**src/rtl/tmr_pair_pkg.sv**
```systemverilog
// Shared types and register addresses for the chainable timer pair.
// Assumes a byte-wide register port and at most two pair positions.
package tmr_pair_pkg;

    typedef enum logic [1:0] {
        MODE_SPLIT8   = 2'd0,
        MODE_JOINED16 = 2'd1,
        MODE_PULSE    = 2'd2,
        MODE_WIDTH    = 2'd3
    } pair_mode_e;

    localparam int unsigned ADDR_W = 3;

    localparam logic [ADDR_W-1:0] A_RUN    = 3'd0;
    localparam logic [ADDR_W-1:0] A_MODE   = 3'd1;
    localparam logic [ADDR_W-1:0] A_CSEL   = 3'd2;
    localparam logic [ADDR_W-1:0] A_CMP_LO = 3'd3;
    localparam logic [ADDR_W-1:0] A_CMP_HI = 3'd4;

endpackage

```
**src/rtl/tmr_pair_regs.sv**
```systemverilog
// Control register file of the timer pair.
// It keeps only the bits that belong to this pair position and decodes from them:
//   - the run enables,
//   - the start-clear pulses,
//   - the mode,
//   - the cascade select.
// Assumes DW is at least 8 (the prescaler bit is bit 5) and CW <= DW.
module tmr_pair_regs
    import tmr_pair_pkg::*;
#(
    parameter int unsigned DW       = 8,
    parameter int unsigned CW       = 8,
    parameter int unsigned PAIR_IDX = 0
) (
    input  logic              clk,
    input  logic              rst_n,
    input  logic              we,
    input  logic [ADDR_W-1:0] addr,
    input  logic [DW-1:0]     wdata,
    output logic [1:0]        en,
    output logic [1:0]        start_clr,
    output pair_mode_e        mode,
    output logic              cascade,
    output logic [CW-1:0]     cmp_lo,
    output logic [CW-1:0]     cmp_hi
);

    localparam int unsigned RUN_POS  = PAIR_IDX * 2;
    localparam int unsigned PRE_BIT  = 5;
    localparam int unsigned MODE_POS = PAIR_IDX * 2 + 2;
    localparam int unsigned CSEL_POS = PAIR_IDX * 4 + 2;

    logic [1:0]    run_q;
    logic          pre_q;
    pair_mode_e    mode_q;
    logic [1:0]    csel_q;
    logic [CW-1:0] cmp_q [2];
    logic          wr_run;

    assign wr_run = we && (addr == A_RUN);

    // Register writes: keep only this pair's fields.
    always_ff @(posedge clk) begin
        if (!rst_n) begin
            run_q    <= '0;
            pre_q    <= 1'b0;
            mode_q   <= MODE_SPLIT8;
            csel_q   <= '0;
            cmp_q[0] <= '0;
            cmp_q[1] <= '0;
        end else if (we) begin
            case (addr)
                A_RUN: begin
                    run_q <= wdata[RUN_POS +: 2];
                    pre_q <= wdata[PRE_BIT];
                end
                A_MODE:   mode_q   <= pair_mode_e'(wdata[MODE_POS +: 2]);
                A_CSEL:   csel_q   <= wdata[CSEL_POS +: 2];
                A_CMP_LO: cmp_q[0] <= wdata[CW-1:0];
                A_CMP_HI: cmp_q[1] <= wdata[CW-1:0];
                default: ;
            endcase
        end
    end

    // Per-timer run enable and start-clear on a 0-to-1 run-bit write.
    for (genvar k = 0; k < 2; k++) begin : g_run
        assign en[k]        = run_q[k] & pre_q;
        assign start_clr[k] = wr_run & wdata[RUN_POS + k] & ~run_q[k];
    end

    assign mode    = mode_q;
    assign cascade = (csel_q == 2'b00);
    assign cmp_lo  = cmp_q[0];
    assign cmp_hi  = cmp_q[1];

endmodule

```
**src/rtl/tmr_pair_cnt.sv**
```systemverilog
// One up-counter cell.
// It offers its incremented value so that the pair logic can compare it before the edge.
// Assumes that clear takes priority over step.
module tmr_pair_cnt #(
    parameter int unsigned CW = 8
) (
    input  logic          clk,
    input  logic          rst_n,
    input  logic          step,
    input  logic          clr,
    output logic [CW-1:0] cnt_q,
    output logic [CW-1:0] nxt
);

    assign nxt = cnt_q + 1'b1;

    // Counter state: clear, step or hold.
    always_ff @(posedge clk) begin
        if (!rst_n)    cnt_q <= '0;
        else if (clr)  cnt_q <= '0;
        else if (step) cnt_q <= nxt;
    end

    // with no step and no clear the value holds.
    a_r2_hold_idle: assert property (@(posedge clk) disable iff (!rst_n)
        (!step && !clr) |=> $stable(cnt_q));

    // a clear request leaves the counter at zero.
    a_r3_clear_zero: assert property (@(posedge clk) disable iff (!rst_n)
        clr |=> (cnt_q == '0));

endmodule

```
**src/rtl/tmr_pair_link.sv**
```systemverilog
// Pair sequencing logic. It decides which cell steps on this cycle, and it compares
// the incremented values with the compare registers:
//   - in split mode, each byte alone;
//   - in joined mode, both bytes together.
// It raises the clear requests and registers the interrupt pulses.
// Assumes the cells add one when stepped and wrap at all-ones.
module tmr_pair_link
    import tmr_pair_pkg::*;
#(
    parameter int unsigned CW = 8
) (
    input  logic          clk,
    input  logic          rst_n,
    input  logic          tick,
    input  logic [1:0]    en,
    input  pair_mode_e    mode,
    input  logic          cascade,
    input  logic [CW-1:0] cmp_lo,
    input  logic [CW-1:0] cmp_hi,
    input  logic [CW-1:0] cnt_lo,
    input  logic [CW-1:0] cnt_hi,
    input  logic [CW-1:0] nxt_lo,
    input  logic [CW-1:0] nxt_hi,
    output logic [1:0]    step,
    output logic [1:0]    mclr,
    output logic          irq_lo,
    output logic          irq_hi
);

    logic          wrap_lo;
    logic [CW-1:0] hi_next;
    logic          hit_lo;
    logic          hit_hi;
    logic [1:0]    fire;

    assign wrap_lo = (cnt_lo == {CW{1'b1}});

    // Step and match decode for the selected mode.
    always_comb begin
        step    = '0;
        hit_lo  = 1'b0;
        hit_hi  = 1'b0;
        hi_next = cnt_hi;
        if (mode == MODE_JOINED16) begin
            step[0] = tick & en[0];
            step[1] = step[0] & wrap_lo;
            hi_next = step[1] ? nxt_hi : cnt_hi;
            hit_lo  = step[0] && (nxt_lo == cmp_lo) && (hi_next == cmp_hi);
            hit_hi  = hit_lo;
        end else begin
            step[0] = tick & en[0];
            hit_lo  = step[0] && (nxt_lo == cmp_lo);
            step[1] = en[1] & (cascade ? hit_lo : tick);
            hit_hi  = step[1] && (nxt_hi == cmp_hi);
        end
    end

    assign fire = {hit_hi, hit_lo};
    assign mclr = fire;

    // Interrupt pulses, one cycle after the matching edge.
    always_ff @(posedge clk) begin
        if (!rst_n) begin
            irq_lo <= 1'b0;
            irq_hi <= 1'b0;
        end else begin
            irq_lo <= fire[0];
            irq_hi <= fire[1];
        end
    end

    // a joined-mode high interrupt always comes with the low one.
    a_r8_joint_fire: assert property (@(posedge clk) disable iff (!rst_n)
        (irq_hi && ($past(mode) == MODE_JOINED16)) |-> irq_lo);

endmodule

```
**src/rtl/tmr_pair_top.sv**
```systemverilog
// Chainable dual 8-bit compare timer. This top instantiates:
//   - the register file,
//   - two counter cells,
//   - the pair logic.
// Assumes tick is a synchronous strobe from an external prescaler.
module tmr_pair_top
    import tmr_pair_pkg::*;
#(
    parameter int unsigned DW       = 8,
    parameter int unsigned CW       = 8,
    parameter int unsigned PAIR_IDX = 0
) (
    input  logic              clk,
    input  logic              rst_n,
    input  logic              tick,
    input  logic              bus_we,
    input  logic [ADDR_W-1:0] bus_addr,
    input  logic [DW-1:0]     bus_wdata,
    output logic              irq_lo,
    output logic              irq_hi,
    output logic [CW-1:0]     cnt_lo,
    output logic [CW-1:0]     cnt_hi
);

    logic [1:0]    en;
    logic [1:0]    start_clr;
    pair_mode_e    mode;
    logic          cascade;
    logic [CW-1:0] cmp_lo;
    logic [CW-1:0] cmp_hi;
    logic [1:0]    step_v;
    logic [1:0]    mclr_v;
    logic [CW-1:0] cnt_v [2];
    logic [CW-1:0] nxt_v [2];

    tmr_pair_regs #(.DW(DW), .CW(CW), .PAIR_IDX(PAIR_IDX)) u_regs (
        .clk       (clk),
        .rst_n     (rst_n),
        .we        (bus_we),
        .addr      (bus_addr),
        .wdata     (bus_wdata),
        .en        (en),
        .start_clr (start_clr),
        .mode      (mode),
        .cascade   (cascade),
        .cmp_lo    (cmp_lo),
        .cmp_hi    (cmp_hi)
    );

    for (genvar k = 0; k < 2; k++) begin : g_cell
        tmr_pair_cnt #(.CW(CW)) u_cnt (
            .clk   (clk),
            .rst_n (rst_n),
            .step  (step_v[k]),
            .clr   (start_clr[k] | mclr_v[k]),
            .cnt_q (cnt_v[k]),
            .nxt   (nxt_v[k])
        );
    end

    tmr_pair_link #(.CW(CW)) u_link (
        .clk     (clk),
        .rst_n   (rst_n),
        .tick    (tick),
        .en      (en),
        .mode    (mode),
        .cascade (cascade),
        .cmp_lo  (cmp_lo),
        .cmp_hi  (cmp_hi),
        .cnt_lo  (cnt_v[0]),
        .cnt_hi  (cnt_v[1]),
        .nxt_lo  (nxt_v[0]),
        .nxt_hi  (nxt_v[1]),
        .step    (step_v),
        .mclr    (mclr_v),
        .irq_lo  (irq_lo),
        .irq_hi  (irq_hi)
    );

    assign cnt_lo = cnt_v[0];
    assign cnt_hi = cnt_v[1];

    // a low interrupt is seen together with a cleared low counter.
    a_r4_irq_lo_cleared: assert property (@(posedge clk) disable iff (!rst_n)
        irq_lo |-> (cnt_lo == '0));

    // a high interrupt is seen together with a cleared high counter.
    a_r6_irq_hi_cleared: assert property (@(posedge clk) disable iff (!rst_n)
        irq_hi |-> (cnt_hi == '0));

    // in joined mode the high byte is still on a cycle with no tick.
    a_r7_hi_needs_tick: assert property (@(posedge clk) disable iff (!rst_n)
        (mode == MODE_JOINED16 && !tick && !start_clr[1]) |=> $stable(cnt_hi));

endmodule

```
**config.mk**
```make
export PLATFORM = sky130hd
export DESIGN_NAME = tmr_pair_top
export DESIGN_NICKNAME = d
export VERILOG_FILES = /design/src/rtl/tmr_pair_pkg.sv /design/src/rtl/tmr_pair_regs.sv /design/src/rtl/tmr_pair_cnt.sv /design/src/rtl/tmr_pair_link.sv /design/src/rtl/tmr_pair_top.sv
export SDC_FILE = /design/constraint.sdc
export NUM_CORES = 1
export LEC_CHECK = 0
export CAP_MARGIN = 25
export CELL_PAD_IN_SITES_DETAIL_PLACEMENT = 1
export CELL_PAD_IN_SITES_GLOBAL_PLACEMENT = 1
export CORE_ASPECT_RATIO = 1.1
export CORE_MARGIN = 2
export CORE_UTILIZATION = 52
export CTS_BUF_LIST = sky130_fd_sc_hd__clkbuf_16
export DETAILED_ROUTE_END_ITERATION = 10
export DONT_BUFFER_PORTS = 1
export PLACE_DENSITY = 0.94
export SYNTH_ARGS = -nofsm -noshare
export SYNTH_HDL_FRONTEND = slang
export SYNTH_HIERARCHICAL = 1
export SYNTH_SLANG_ARGS = --single-unit
```
**constraint.sdc**
```tcl
create_clock -name clk -period 7.6 [get_ports clk]
set_input_delay 0.76 -clock clk [delete_from_list [all_inputs] [get_ports clk]]
set_output_delay 0.76 -clock clk [all_outputs]
set_load 0.02 [all_outputs]
```
==> run_results.csv <==
group,metric,value,unit
floorplanning,die_h,75.0,µm
clock_network,clock-sinks,41,
finish,n_antenna_cell,0,
floorplanning,dieArea,5140,µm²
yosys,yosys.area.top_type,"dfxtp_1",
min_path,hold_class,"reg -> reg",
floorplanning,coreArea,4350,µm²
clock_network,clk_path_buf_depth,2,
routing,drc_errors,0,
floorplanning,io_pins,33,
finish,area_delta_synth_final,6.41,%
setup_path,startpoint_type,"flip-flop",
setup_path,r2r_slack,4.17,ns
finish,fill_cells,487,
clock_network,root_buffer,"clkbuf_16",
power,vdd_drop_max,0.000184,V
sta,setup_viol,0,
yosys,synth_cells,251,
yosys,synth_seq_cells,41,
place,dp_hpwl,4150,µm
place,port_buffers,0,
yosys,synthArstFlopShare,0,%
sta,clock.fmax,0.292,GHz
clock_network,postCtsSetupRepairBufs,0,
setup_path,reg2reg_depth,12,
yosys,seq_area_frac_synth,41.2,%
setup_path,critPathRequiredTime,7.81,ns
yosys,synth_area_leaders,"dfxtp_1 (21%), edfxtp_1 (20%), xor2_1 (11%)",
floorplanning,rows,25,
grt,first_global_vias,1841,
yosys,synth_edf_count,16,
clock_network,h-tree-depth,2,
floorplanning,die_w,68.5,µm
sta,slew_viol_final,0,
yosys,synthFlopType,"dfxtp_1",
sta,whs,0.476,ns
setup_path,cp.arrival,3.64,ns
routing,drt-initial-drc-count,48,
clock_network,clk_pin_slew_worst_paths,0.06,ns
setup_path,crit_chain,"ha_1 > nand2_1 > nor2_1 > xor2_1 > xor2_1 > nor4_1 > nand4_1 > a21o_2 > o21ai_0 > nand4_2 > or3_1 > a21oi_1",
setup_path,endpoint_kind,"flip-flop",
setup_path,cp_num_buf_inv,0,
grt,grt_use_met3,7.03,%
routing,vias_per_cell,6.06,
yosys,synthesis.area,2380,µm²
grt,grt_usage,24.9,%
sta,worst_pin_slew,0.903,ns
setup_path,path_depth,12,
setup_path,path_delay_family,"simple AND/OR/NAND/NOR gates",
grt,grt.met2_usage,41.7,%
finish,fin_nets,262,
sta,rsz0062_at_grt,"no",
routing,wl_per_cell,19.7,µm
grt,grt_pass1_wl,9030,µm
grt,busiest_layer,"met2",
finish,post-route-util,58.3,%
routing,ant_nets,0,
routing,dr.pass1.iters,4,
clock_network,cts_hold_buf,0,
clock_network,insertion_delay,0.29,ns
yosys,synth_top_area_share,21.0,%
power,p_leak,0.910,nW
power,power-per-cell-area,199,nW/µm²
routing,vias,1819,
setup_path,crit_top_cell,"xor2_1",
yosys,synth_cell_type_count,43,
grt,gr-usage-met1,28.4,%
clock_network,cts_resized,0,
sta,hold_viol,0,
clock_network,cts_tree,"yes",
status,status,"finished, final reports clean",
floorplanning,initial_core_util,54.8,%
run,maxCapViolCount,0,
setup_path,cpMaxStageDelayCell,"dfxtp_1",
grt,antenna_found_initial,0,
sta,slew_headroom,39.2,%
setup_path,criticalPathCategory,"reg -> reg",
yosys,yosysWarnings,6,
setup_path,critPathMaxStageDelay,0.60,ns
sta,skew,0.00396,ns
clock_network,numCtsBuffers,5,
grt,gr-total-overflow,0,
finish,drive_above_1_share,9.35,%
grt,grt_max_degree,27,
sta,tns,0,ns
sta,min_period,3.43,ns
min_path,hold_depth,2,
yosys,syn_nets,268,
setup_path,cp_max_fo,7,
routing,wirelength,5920,µm
sta,fin_crit_sh,45.1,%
place,gp_congestion,0.958,
yosys,syn_avg_cell_area,9.49,µm²
-- state kept, by name (all words and copies together), names as in the netlist --
name,count
u_regs/run_q,2
u_link/irq_lo,1
u_link/irq_hi,1
g_cell.u_cnt/cnt_q,16
u_regs/csel_q,2
u_regs/cmp_q,16
u_regs/mode,2
u_regs/pre_q,1
-- worst paths after layout --
kind | from | end
setup reg to reg | g_cell[0].u_cnt/cnt_q[0] | g_cell[1].u_cnt/cnt_q[5]
setup / recovery | g_cell[0].u_cnt/cnt_q[0] | g_cell[1].u_cnt/cnt_q[5]
hold reg to reg | u_regs/mode[1] | u_regs/mode[1]
hold / removal | u_regs/mode[1] | u_regs/mode[1]
-- stage by stage --
| step | power [mW] | worst slack (ns) | std cells | cell area (µm²) |
|---|---|---|---|---|
| after floorplan | 0.264 | 4.79 | 251 | 2380 |
| after global placement | 0.267 | 4.36 | 292 | 2370 |
| after detailed placement | 0.269 | 4.22 | 292 | 2370 |
| after CTS | 0.506 | 4.16 | 300 | 2530 |
| after global routing | 0.517 | 3.85 | 300 | 2530 |
| final | 0.504 | 4.17 | 300 | 2530 |
-- cell usage after synthesis (6+ instances only) --
cell / count
o21ai_0: 9
xnor2_1: 11
nand3_1: 17
edfxtp_1: 16
buf_4: 6
nand2_1: 23
or3_1: 6
dfxtp_1: 25
nand4_1: 9
nor2_1: 20
xor2_1: 29
a21oi_1: 7
inv_1: 6
a21oi_2: 8
mux2i_1: 10
-- where the power goes --
group	switching, mW	internal, mW	total [mW]
sequential	0.00574	0.236	0.242
clock	0.0860	0.153	0.239
combinational	0.0140	0.00955	0.0235
total	0.106	0.398	0.504
-- layout by cell type, fill, tap and decap left out, types with 2 or more instances in the layout --
master	netlist	routed
xor2_1	29	29
dfxtp_1	25	25
nand2_1	23	23
nor2_1	20	20
nand3_1	17	17
edfxtp_1	16	16
xnor2_1	11	11
mux2i_1	10	10
nand4_1	9	9
o21ai_0	9	9
a21oi_2	8	8
inv_1	6	7
a21oi_1	7	7
or3_1	6	6
clkbuf_16	0	5
nand2b_1	5	5
nor3_1	4	4
nor4_1	3	3
and2_1	3	3
or2_1	2	2
nand4_2	2	2
ha_1	2	2
nor2b_1	2	2
and3b_1	2	2
and4bb_1	2	2
-- final cells by class --
type                    instances  area [µm²]  share of cell area, %
multi-input cells             190        1290                   51.0
flip-flops and latches         41         981                   38.7
clock buffers                   5         125                   4.94
well taps                      54        67.6                   2.67
clock inverters                 3        37.5                   1.48
inverters                       6        22.5                  0.889
repair buffers                  1        7.51                  0.296
-- metal layers --
metal  part of all wire [%]  wire length [µm]
met4                    3.8               223
met2                     49              2920
met1                     42              2510
met3                    4.4               262
met5                      0                 0
-- worst min-delay path, stage by stage (launching register included) --
cell	delay (ns)
dfxtp_1	0.32
nand2_1	0.06
mux2i_1	0.06
-- cell families (layout without fill, tap and decap cells) --
logic type / after synthesis / count (layout) / share of synthesized area [%]
xor gates and xnor gates: 40 / 40 / 14.7
adders and majority gates: 2 / 2 / 1.05
DFF: 41 / 41 / 41.2
muxes: 10 / 10 / 4.20
buffers and inverters: 20 / 15 / 4.52
and+or+nand+nor: 108 / 108 / 25.6
AOI/OAI and AO/OA: 30 / 30 / 8.72
Note: power is estimated with default switching activity, not from simulation.
